`config.mk`:
```
export PLATFORM = sky130hd
export DESIGN_NAME = fcvt_int32
export DESIGN_NICKNAME = d
export VERILOG_FILES = /design/src/rtl/fcvt_pkg.sv /design/src/rtl/fcvt_classify.sv /design/src/rtl/fcvt_round.sv /design/src/rtl/fcvt_int32.sv
export SDC_FILE = /design/constraint.sdc
export NUM_CORES = 1
export LEC_CHECK = 0
export ABC_AREA = 1
export CORE_ASPECT_RATIO = 1.75
export CORE_UTILIZATION = 30
export DETAILED_ROUTE_END_ITERATION = 12
export DONT_BUFFER_PORTS = 1
export GPL_TIMING_DRIVEN = 0
export PLACE_DENSITY = 0.46
export SYNTH_ARGS = -nofsm -noshare
export SYNTH_HDL_FRONTEND = slang
export SYNTH_SLANG_ARGS = --single-unit
```
`constraint.sdc`:
```
create_clock -name clk -period 15.5 [get_ports clk]
set_input_delay 0.775 -clock clk [delete_from_list [all_inputs] [get_ports clk]]
set_output_delay 0.775 -clock clk [all_outputs]
set_load 0.02 [all_outputs]
```
`src/rtl/fcvt_pkg.sv`:
```
package fcvt_pkg;
    localparam int DW   = 64;        // operand / image width
    localparam int EW   = 11;        // exponent field width
    localparam int FW   = 52;        // fraction field width
    localparam int IW   = 32;        // integer result width
    localparam int XW   = EW + 2;    // signed unbiased exponent width
    localparam int BIAS = (1 << (EW - 1)) - 1;

    typedef enum logic [1:0] {
        RM_NEAR = 2'd0,
        RM_ZERO = 2'd1,
        RM_UP   = 2'd2,
        RM_DOWN = 2'd3
    } rmode_e;

    typedef enum logic [1:0] {
        S_IDLE  = 2'd0,
        S_WRITE = 2'd1,
        S_TRAP  = 2'd2
    } state_e;

    typedef struct packed {
        logic cvt_inv;
        logic inv_sum;
        logic snan;
        logic fex;
        logic clr_frfi;
    } flags_t;
endpackage

```
`src/rtl/fcvt_classify.sv`:
```
module fcvt_classify
    import fcvt_pkg::*;
(
    input  logic [DW-1:0]        operand,
    output logic                 sign,
    output logic                 is_nan,
    output logic                 is_snan,
    output logic signed [XW-1:0] exp_unb,
    output logic [FW:0]          mant
);
    localparam logic signed [XW-1:0] BIAS_S = XW'(BIAS);
    localparam logic signed [XW-1:0] E_SUB  = XW'(1 - BIAS);

    logic [EW-1:0] efield;
    logic [FW-1:0] ffield;

    always_comb begin
        sign    = operand[DW-1];
        efield  = operand[DW-2:FW];
        ffield  = operand[FW-1:0];
        is_nan  = (&efield) && (|ffield);
        is_snan = is_nan && !ffield[FW-1];
        mant    = {(efield != '0), ffield};
        exp_unb = (efield == '0) ? E_SUB : ($signed({2'b00, efield}) - BIAS_S);
    end
endmodule

```
`src/rtl/fcvt_round.sv`:
```
module fcvt_round
    import fcvt_pkg::*;
(
    input  logic                 sign,
    input  logic signed [XW-1:0] exp_unb,
    input  logic [FW:0]          mant,
    input  rmode_e               mode,
    output logic [IW-1:0]        value,
    output logic                 ovf_pos,
    output logic                 ovf_neg
);
    localparam int SHW = $clog2(IW);
    localparam logic signed [XW-1:0] E_ZERO = XW'(0);
    localparam logic signed [XW-1:0] E_HALF = XW'(-1);
    localparam logic signed [XW-1:0] E_NEXT = XW'(IW - 2);
    localparam logic signed [XW-1:0] E_TOP  = XW'(IW - 1);
    localparam logic [IW-1:0]        MIN_MAG = {1'b1, {(IW-1){1'b0}}};

    logic [FW+IW-1:0] wide;
    logic [IW-1:0]    ip;
    logic [IW-1:0]    mag;
    logic             half, sticky, fnz, inc, big;

    // Alignment: integer part and the two rounding bits
    always_comb begin
        wide   = '0;
        ip     = '0;
        half   = 1'b0;
        sticky = 1'b0;
        if (exp_unb >= E_ZERO && exp_unb <= E_TOP) begin
            wide   = {{(IW-1){1'b0}}, mant} << exp_unb[SHW-1:0];
            ip     = wide[FW+IW-1:FW];
            half   = wide[FW-1];
            sticky = |wide[FW-2:0];
        end else if (exp_unb == E_HALF) begin
            half   = mant[FW];
            sticky = |mant[FW-1:0];
        end else if (exp_unb < E_HALF) begin
            sticky = |mant;
        end
        fnz = half | sticky;
        big = exp_unb > E_TOP;
    end

    // Range check on the unrounded value
    always_comb begin
        ovf_pos = !sign && (big || exp_unb == E_TOP ||
                  (exp_unb == E_NEXT && (&ip[IW-2:0]) && fnz));
        ovf_neg = sign && (big || (exp_unb == E_TOP && (ip != MIN_MAG || fnz)));
    end

    // Magnitude increment per rounding direction (floor semantics for nearest)
    always_comb begin
        unique case (mode)
            RM_NEAR: inc = sign ? (half && sticky) : half;
            RM_ZERO: inc = 1'b0;
            RM_UP:   inc = !sign && fnz;
            RM_DOWN: inc = sign && fnz;
            default: inc = 1'b0;
        endcase
        mag   = ip + {{(IW-1){1'b0}}, inc};
        value = sign ? (~mag + {{(IW-1){1'b0}}, 1'b1}) : mag;
    end
endmodule

```
`src/rtl/fcvt_int32.sv`:
```
module fcvt_int32
    import fcvt_pkg::*;
#(
    parameter logic [DW-IW-1:0] UPPER_WORD = 32'hFFF8_0000
) (
    input  logic          clk,
    input  logic          rst_n,
    input  logic          in_valid,
    input  logic [DW-1:0] operand,
    input  logic [1:0]    rmode,
    input  logic          trunc_mode,
    input  logic          inv_enable,
    output logic          done,
    output logic          wr_en,
    output logic          exc_req,
    output logic [DW-1:0] result,
    output logic          flg_cvt_inv,
    output logic          flg_inv_sum,
    output logic          flg_snan,
    output logic          flg_fex,
    output logic          flg_clr_frfi
);
    localparam logic [DW-1:0] SAT_POS = {UPPER_WORD, 1'b0, {(IW-1){1'b1}}};
    localparam logic [DW-1:0] SAT_NEG = {UPPER_WORD, 1'b1, {(IW-1){1'b0}}};

    logic                 sign, is_nan, is_snan;
    logic signed [XW-1:0] exp_unb;
    logic [FW:0]          mant;
    logic [IW-1:0]        ivalue;
    logic                 ovf_pos, ovf_neg, invalid;
    rmode_e               eff_mode;
    state_e               state, next_state;
    logic [DW-1:0]        next_word, result_q;
    flags_t               next_flags, flags_q;

    fcvt_classify u_cls (
        .operand (operand),
        .sign    (sign),
        .is_nan  (is_nan),
        .is_snan (is_snan),
        .exp_unb (exp_unb),
        .mant    (mant)
    );

    fcvt_round u_rnd (
        .sign    (sign),
        .exp_unb (exp_unb),
        .mant    (mant),
        .mode    (eff_mode),
        .value   (ivalue),
        .ovf_pos (ovf_pos),
        .ovf_neg (ovf_neg)
    );

    // Decision logic
    always_comb begin
        eff_mode = trunc_mode ? RM_ZERO : rmode_e'(rmode);
        invalid  = is_nan || ovf_pos || ovf_neg;

        if (!in_valid)
            next_state = S_IDLE;
        else if (invalid && inv_enable)
            next_state = S_TRAP;
        else
            next_state = S_WRITE;

        if (is_nan)       next_word = SAT_NEG;
        else if (ovf_pos) next_word = SAT_POS;
        else if (ovf_neg) next_word = SAT_NEG;
        else              next_word = {UPPER_WORD, ivalue};

        next_flags          = '0;
        next_flags.cvt_inv  = in_valid && invalid;
        next_flags.inv_sum  = in_valid && invalid;
        next_flags.clr_frfi = in_valid && invalid;
        next_flags.snan     = in_valid && is_snan;
        next_flags.fex      = in_valid && invalid && inv_enable;
    end

    // State register
    always_ff @(posedge clk) begin
        if (!rst_n) state <= S_IDLE;
        else        state <= next_state;
    end

    // Data registers
    always_ff @(posedge clk) begin
        if (!rst_n) begin
            result_q <= '0;
            flags_q  <= '0;
        end else begin
            flags_q <= next_flags;
            if (next_state == S_WRITE)
                result_q <= next_word;
        end
    end

    // Output decode
    always_comb begin
        done    = 1'b0;
        wr_en   = 1'b0;
        exc_req = 1'b0;
        unique case (state)
            S_IDLE:  ;
            S_WRITE: begin done = 1'b1; wr_en = 1'b1; end
            S_TRAP:  begin done = 1'b1; exc_req = 1'b1; end
            default: ;
        endcase
        result       = result_q;
        flg_cvt_inv  = flags_q.cvt_inv;
        flg_inv_sum  = flags_q.inv_sum;
        flg_snan     = flags_q.snan;
        flg_fex      = flags_q.fex;
        flg_clr_frfi = flags_q.clr_frfi;
    end
endmodule

```
== Yosys cells after proc, flatten, opt, wreduce, memory -nomap -nowiden ==
Index checks and enable logic that the tools add are counted.

* Register bits after elaboration: 69
* Bits in latches: 0
* Word-level logic and storage cells: 76
* Input port bits: 71
* Output and inout port bits: 72
* Bits in read-only memories: 0
* Memories kept: 0
* RAM bits: 0

* Add/subtract/negate cells: 3
* Reduce and logical (&&, ||, !) cells: 32
* Muxes and demuxes: 19
* Order comparisons: 4
* Div/mod/pow operators: 0
* Shifts and indexed selects: 1
* Bitwise gates (word level): 2
* $mul: 0
* Equality and inequality tests: 10

{| class="wikitable"
|+ Operators with widths
! operator !! number
|-
| $mux W32 || 5
|-
| $shl A53 B5 Y84 || 1
|-
| $reduce_or A53 Y1 || 1
|-
| $reduce_or A52 Y1 || 1
|-
| $reduce_or A51 Y1 || 1
|-
| $add A32 B1 Y32 || 1
|-
| $add A32 B1 Y32 const B || 1
|-
| $ne A32 B32 Y1 const B || 1
|-
| $not A32 Y32 || 1
|-
| $reduce_and A31 Y1 || 1
|-
| $eq A13 B6 Y1 const B || 2
|-
| $logic_and A1 B1 Y1 || 15
|-
| $eq A13 B1 Y1 const B || 1
|-
| $ge A13 B1 Y1 const B || 1
|-
| $gt A13 B6 Y1 const B || 1
|-
| $le A13 B6 Y1 const B || 1
|-
| $lt A13 B1 Y1 const B || 1
|-
| $mux W13 || 1
|-
| $sub A11 B10 Y12 const B || 1
|-
| $logic_not A11 Y1 || 1
|-
| $reduce_and A11 Y1 || 1
|-
| $reduce_bool A11 Y1 || 1
|-
| $mux W1 || 9
|-
| $eq A2 B1 Y1 const B || 3
|-
| other kinds (8) || 18
|}

== Longest topological paths before layout ==
* Depth after elaboration: 16
* Gate-level depth with buffers: 45
* Depth with buffers taken out: 43

== Hierarchy ==
From an unflattened synthesis, not the netlist that was laid out.

* Cells, all modules: 1916
* Area total of the unflattened synthesis: 9665.5 µm²

{| class="wikitable"
|+ Modules (own cells, without submodules)
! module !! area each (µm²) !! seq. area each (µm²) !! cells an instance !! times used
|-
| fcvt_round || 6461.2 || 0.0 || 1400 || 1
|-
| fcvt_int32 || 2273.4 || 760.7 || 349 || 1
|-
| fcvt_classify || 930.9 || 0.0 || 167 || 1
|}

== Worst setup path after synthesis ==
No wires, ideal clock.

* Kind: input -> register
* From: in operand[52]
* To: reg result_q[27], in the netlist result[27]
* Stages on the path: 43
* Arrival: 5.429 ns
* Slack: 9.939 ns
* Library setup time: 0.132 ns
* Cell sequence: inv_2 -> buf_1 -> ha_1 -> inv_1 -> nor2_1 -> nand3_1 -> nor2_2 -> nor2_1 -> nand2_1 -> o21ai_0 -> o21ai_0 -> nand2_1 -> o21ai_0 -> nor2_1 -> nand2_1 -> nand2_1 -> nand2_1 -> nor2_1 -> [... 7 more ...] -> ha_1 -> ha_1 -> clkbuf_1 -> inv_1 -> nand2_1 -> nand2_1 -> nor2_1 -> nand3_1 -> nor2_1 -> nand3_2 -> nor2_4 -> nand3_1 -> nand2_2 -> nand3_1 -> nand3_1 -> nand2_1 -> nand2_1 -> a21oi_2

* Word-level cells in the longest chain between the ends: 16

{| class="wikitable"
|+ Ends and longest elaborated chain
! item !! line !! RTL
|-
| start, declared || fcvt_int32.sv:9 || <nowiki>input logic [DW-1:0] operand,</nowiki>
|-
| $sub A11 B10 Y12 / $logic_not A11 Y1 (equally long branches) || fcvt_classify.sv:24 || <nowiki>exp_unb = (efield == '0) ? E_SUB : ($signed({2'b00, efield}) - BIAS_S);</nowiki>
|-
| $mux W13 || fcvt_classify.sv:24 ||
|-
| $lt A13 B1 Y1 (tied with other cells) || fcvt_round.sv:38 || <nowiki>end else if (exp_unb < E_HALF) begin</nowiki>
|-
| $mux W1 / $logic_and A1 B1 Y1 (equally long branches) || fcvt_round.sv:38, fcvt_round.sv:30 ||
|-
| $mux W1 / $mux W32 (equally long branches) || fcvt_round.sv:35, fcvt_round.sv:30 ||
|-
| $mux W1 / $reduce_and A31 Y1 (equally long branches) || fcvt_round.sv:30, fcvt_round.sv:48 ||
|-
| $or A1 B1 Y1 (tied with other cells) || fcvt_round.sv:41 || <nowiki>fnz = half | sticky;</nowiki>
|-
| $logic_and A1 B1 Y1 (tied with other cells) || fcvt_round.sv:58 || <nowiki>RM_DOWN: inc = sign && fnz;</nowiki>
|-
| $pmux W1 S4 (tied with other cells) || fcvt_round.sv:54 || <nowiki>unique case (mode)</nowiki>
|-
| $add A32 B1 Y32 (tied with other cells) || fcvt_round.sv:61 || <nowiki>mag = ip + {{(IW-1){1'b0}}, inc};</nowiki>
|-
| $not A32 Y32 (tied with other cells) || fcvt_round.sv:62 || <nowiki>value = sign ? (~mag + {{(IW-1){1'b0}}, 1'b1}) : mag;</nowiki>
|-
| $add A32 B1 Y32 / $logic_or A1 B1 Y1 (equally long branches) || fcvt_round.sv:62, fcvt_int32.sv:58 ||
|-
| $mux W32 / $logic_and A1 B1 Y1 (equally long branches) || fcvt_round.sv:62, fcvt_int32.sv:62 ||
|-
| $mux W32 / $mux W2 (equally long branches) || fcvt_int32.sv:69, fcvt_int32.sv:62 ||
|-
| $mux W32 / $mux W2 (equally long branches) || fcvt_int32.sv:68, fcvt_int32.sv:60 ||
|-
| $mux W32 / $eq A2 B1 Y1 (equally long branches) || fcvt_int32.sv:67, fcvt_int32.sv:93 ||
|-
| end signal, assigned || fcvt_int32.sv:94 || <nowiki>result_q <= next_word;</nowiki>
|-
| end, declared || fcvt_int32.sv:33 || <nowiki>logic [DW-1:0] next_word, result_q;</nowiki>
|}

Several ways; a longest one is shown, not always the timed one.
A chain may end at the register's enable or synchronous reset.

== Worst setup path in the final report ==
* From: in operand[52]
* To: reg result_q[29], in the netlist result[29]

The elaborated chain is that of the path after synthesis.

==> results.json <==
{
  "status": "complete, no violations",
  "dp_hpwl_mm": 37.4,
  "cp_data_required_time_ns": 15.71,
  "nets": 1899,
  "cp_num_buf_inv": 6,
  "finalMaxSlewViolations": 0,
  "drc": 0,
  "vias_per_cell": 5.29,
  "ctsHoldBuffers": 0,
  "cts.reportedPaths.clkPinSlew_ns": 0.05,
  "netlist_instances": 1795,
  "start_kind": "input port",
  "rows": 84,
  "min_period_over_period": 0.481,
  "synth_area_um2": 9150,
  "cts_root_buf": "clkbuf_16",
  "initial_core_util": 0.304,
  "final_area_um2": 9840,
  "tightest_slew_ns": 0.941,
  "whs_ns": 0.559,
  "avgSynthCellArea_um2": 5.10,
  "cp_common_cell": "nand2_1",
  "cts_resized": 0,
  "htreeDepth": 2,
  "synth.distinct_cells": 46,
  "rsz0062_at_grt": "no",
  "critPathCaptureType": "flip-flop",
  "cts_tree": "yes",
  "fin_setup_tns_ns": 0,
  "antenna_found_initial": 1,
  "yosysWarnings": 0,
  "nFillCells": 3602,
  "mostFrequentLayoutCell": "nand2_1",
  "yosysTopAreaCellShare": 0.237,
  "hold_viol": 0,
  "wl_per_cell_um": 19.1,
  "yosysSeqAreaShare": 0.0831,
  "vias": 11700,
  "setup_viol": 0,
  "relSlewSlack": 0.368,
  "die_w_um": 134,
  "ant_nets": 0,
  "clk_latency_ns": 0.28,
  "critPathTopFamily": "simple AND/OR/NAND/NOR gates",
  "postLayoutCoreUtil": 0.327,
  "place_congestion": 0.971,
  "finalNonFillerCells": 2207,
  "post_cts_buffers": 0,
  "crit_slowest_cell": "ha_1",
  "seq_area_um2": 761,
  "skew_ns": 0,
  "power_leakage_nw": 4.70,
  "cp.arrival_ns": 7.66,
  "maxCapViolations": 0,
  "area_growth_pct": 7.51,
  "path_max_fanout": 11,
  "cts_num_sinks": 38,
  "yosys-top-cells-area": "nand2_1 (24%), nand3_1 (19%), nor2_1 (8.4%)",
  "ios": 143,
  "max_freq_ghz": 0.134,
  "powerDensity_nw_per_um2": 48.4,
  "grtUsageTotal": 0.269,
  "ys_seq_elements": 38,
  "numCtsBuffers": 5,
  "grt-ovfl-total": 0,
  "grt_pass1_vias": 11300,
  "path_class": "input port to flip-flop",
  "n_antenna_cell": 0,
  "drtIter0Drc": 534,
  "chipHeight_um": 233,
  "drive_gt1_frac": 0.108,
  "wl_mm": 42.2,
  "io_buffers": 0,
  "period_minus_slack_ns": 7.45,
  "synth_largest_area_cell": "nand2_1",
  "min_path_type": "flip-flop to flip-flop",
  "core_area_um2": 30100,
  "final_cell_mix": "nand2_1 (579), nand3_1 (339), nor2_1 (205), inv_1 (147), a21oi_1 (48)",
  "grt_max_degree": 15,
  "placed_area_um2": 9700,
  "cpPeakStageDelay_ns": 0.52,
  "grt_pass1_wl_mm": 63.2,
  "dpl.cell_count": 2200,
  "die-area_um2": 31200,
  "firstDrtPassIters": 5,
  "multi_input_area_um2": 7190,
  "cts_max_path_buffers": 2,
  "irDropWorstVdd_uv": 65.2
}
==> metrics by stage <==
step	total power, mW	setup slack [ns]
4_1_cts	0.475	8.09
3_5_place_dp	0.378	7.80
5_1_grt	0.508	7.41
2_1_floorplan	0.304	9.94
6_report	0.476	8.05
3_3_place_gp	0.377	7.78
==> final timing paths <==
| check | end | cells past startpoint | slack [ns] | startpoint |
|---|---|---|---|---|
| worst max-delay path | result[29] | 42 | 8.05 | operand[52] |
| worst min-delay path | result[25] | 2 | 0.56 | result[25] |
| worst max register to register | result[62] | 2 | 14.58 | result[62] |
| worst min register to register | result[25] | 2 | 0.56 | result[25] |
==> worst min-delay path, stage by stage (launching register included) <==
cell,delay (ns)
dfxtp_1,0.37
nand2_1,0.09
a21oi_1,0.05
==> routing by layer <==
metal / GRT usage / share of wire / up-vias
li1: - / - / 5873
met1: 0.234 / 0.33 / 5192
met2: 0.540 / 0.55 / 447
met3: 0.0157 / 0.032 / 158
met4: 0.241 / 0.095 / 0
met5: 0 / 0 / -
==> layout make-up <==
| type | instances | area share |
|---|---|---|
| multi-input combinational | 1508 | 0.731 |
| sequential | 38 | 0.0773 |
| buffer | 102 | 0.0651 |
| inverter | 165 | 0.0635 |
| tap | 387 | 0.0492 |
| clock buffer | 5 | 0.0127 |
| clock inverter | 2 | 0.00102 |
==> registers in the layout, summed over array words and instances (netlist names) <==
name / flops
result: 33
state: 2
flg_clr_frfi: 1
flg_fex: 1
flg_snan: 1
==> synthesized netlist by cell type, drive strengths merged <==
| cell type | count |
|---|---|
| a31oi | 2 |
| nand3b | 4 |
| xnor2 | 7 |
| a22oi | 1 |
| buf | 87 |
| nand4 | 48 |
| or4 | 1 |
| mux2i | 2 |
| a211o | 1 |
| nor4 | 13 |
| nor3 | 19 |
| o21bai | 4 |
| o41ai | 1 |
| nand3 | 361 |
| ha | 8 |
| clkinv | 2 |
| o21ai | 84 |
| dfxtp | 38 |
| or2 | 2 |
| nand2 | 606 |
| o31ai | 1 |
| a21oi | 51 |
| nor2 | 250 |
| and2 | 2 |
| conb | 1 |
| clkbuf | 15 |
| nor3b | 3 |
| xor2 | 11 |
| inv | 163 |
| o211ai | 7 |
==> cells by family (layout without fill, tap and decap cells) <==
logic type	after synthesis	count (layout)	synth area share
other cells	1	19	0.000410
buf+inv	267	274	0.138
mux	2	2	0.00219
xor+xnor	18	18	0.0172
simple gates	1309	1309	0.659
flops	38	38	0.0831
compound gates	152	152	0.0890
fa+ha+maj	8	8	0.0109
==> where the power goes <==
group | leakage, nW | internal (mW) | switching (mW)
Clock | 0.0694 | 0.0580 | 0.0370
Combinational | 4.32 | 0.0765 | 0.191
Sequential | 0.310 | 0.103 | 0.0100
Power figures use the tool's default switching activity.
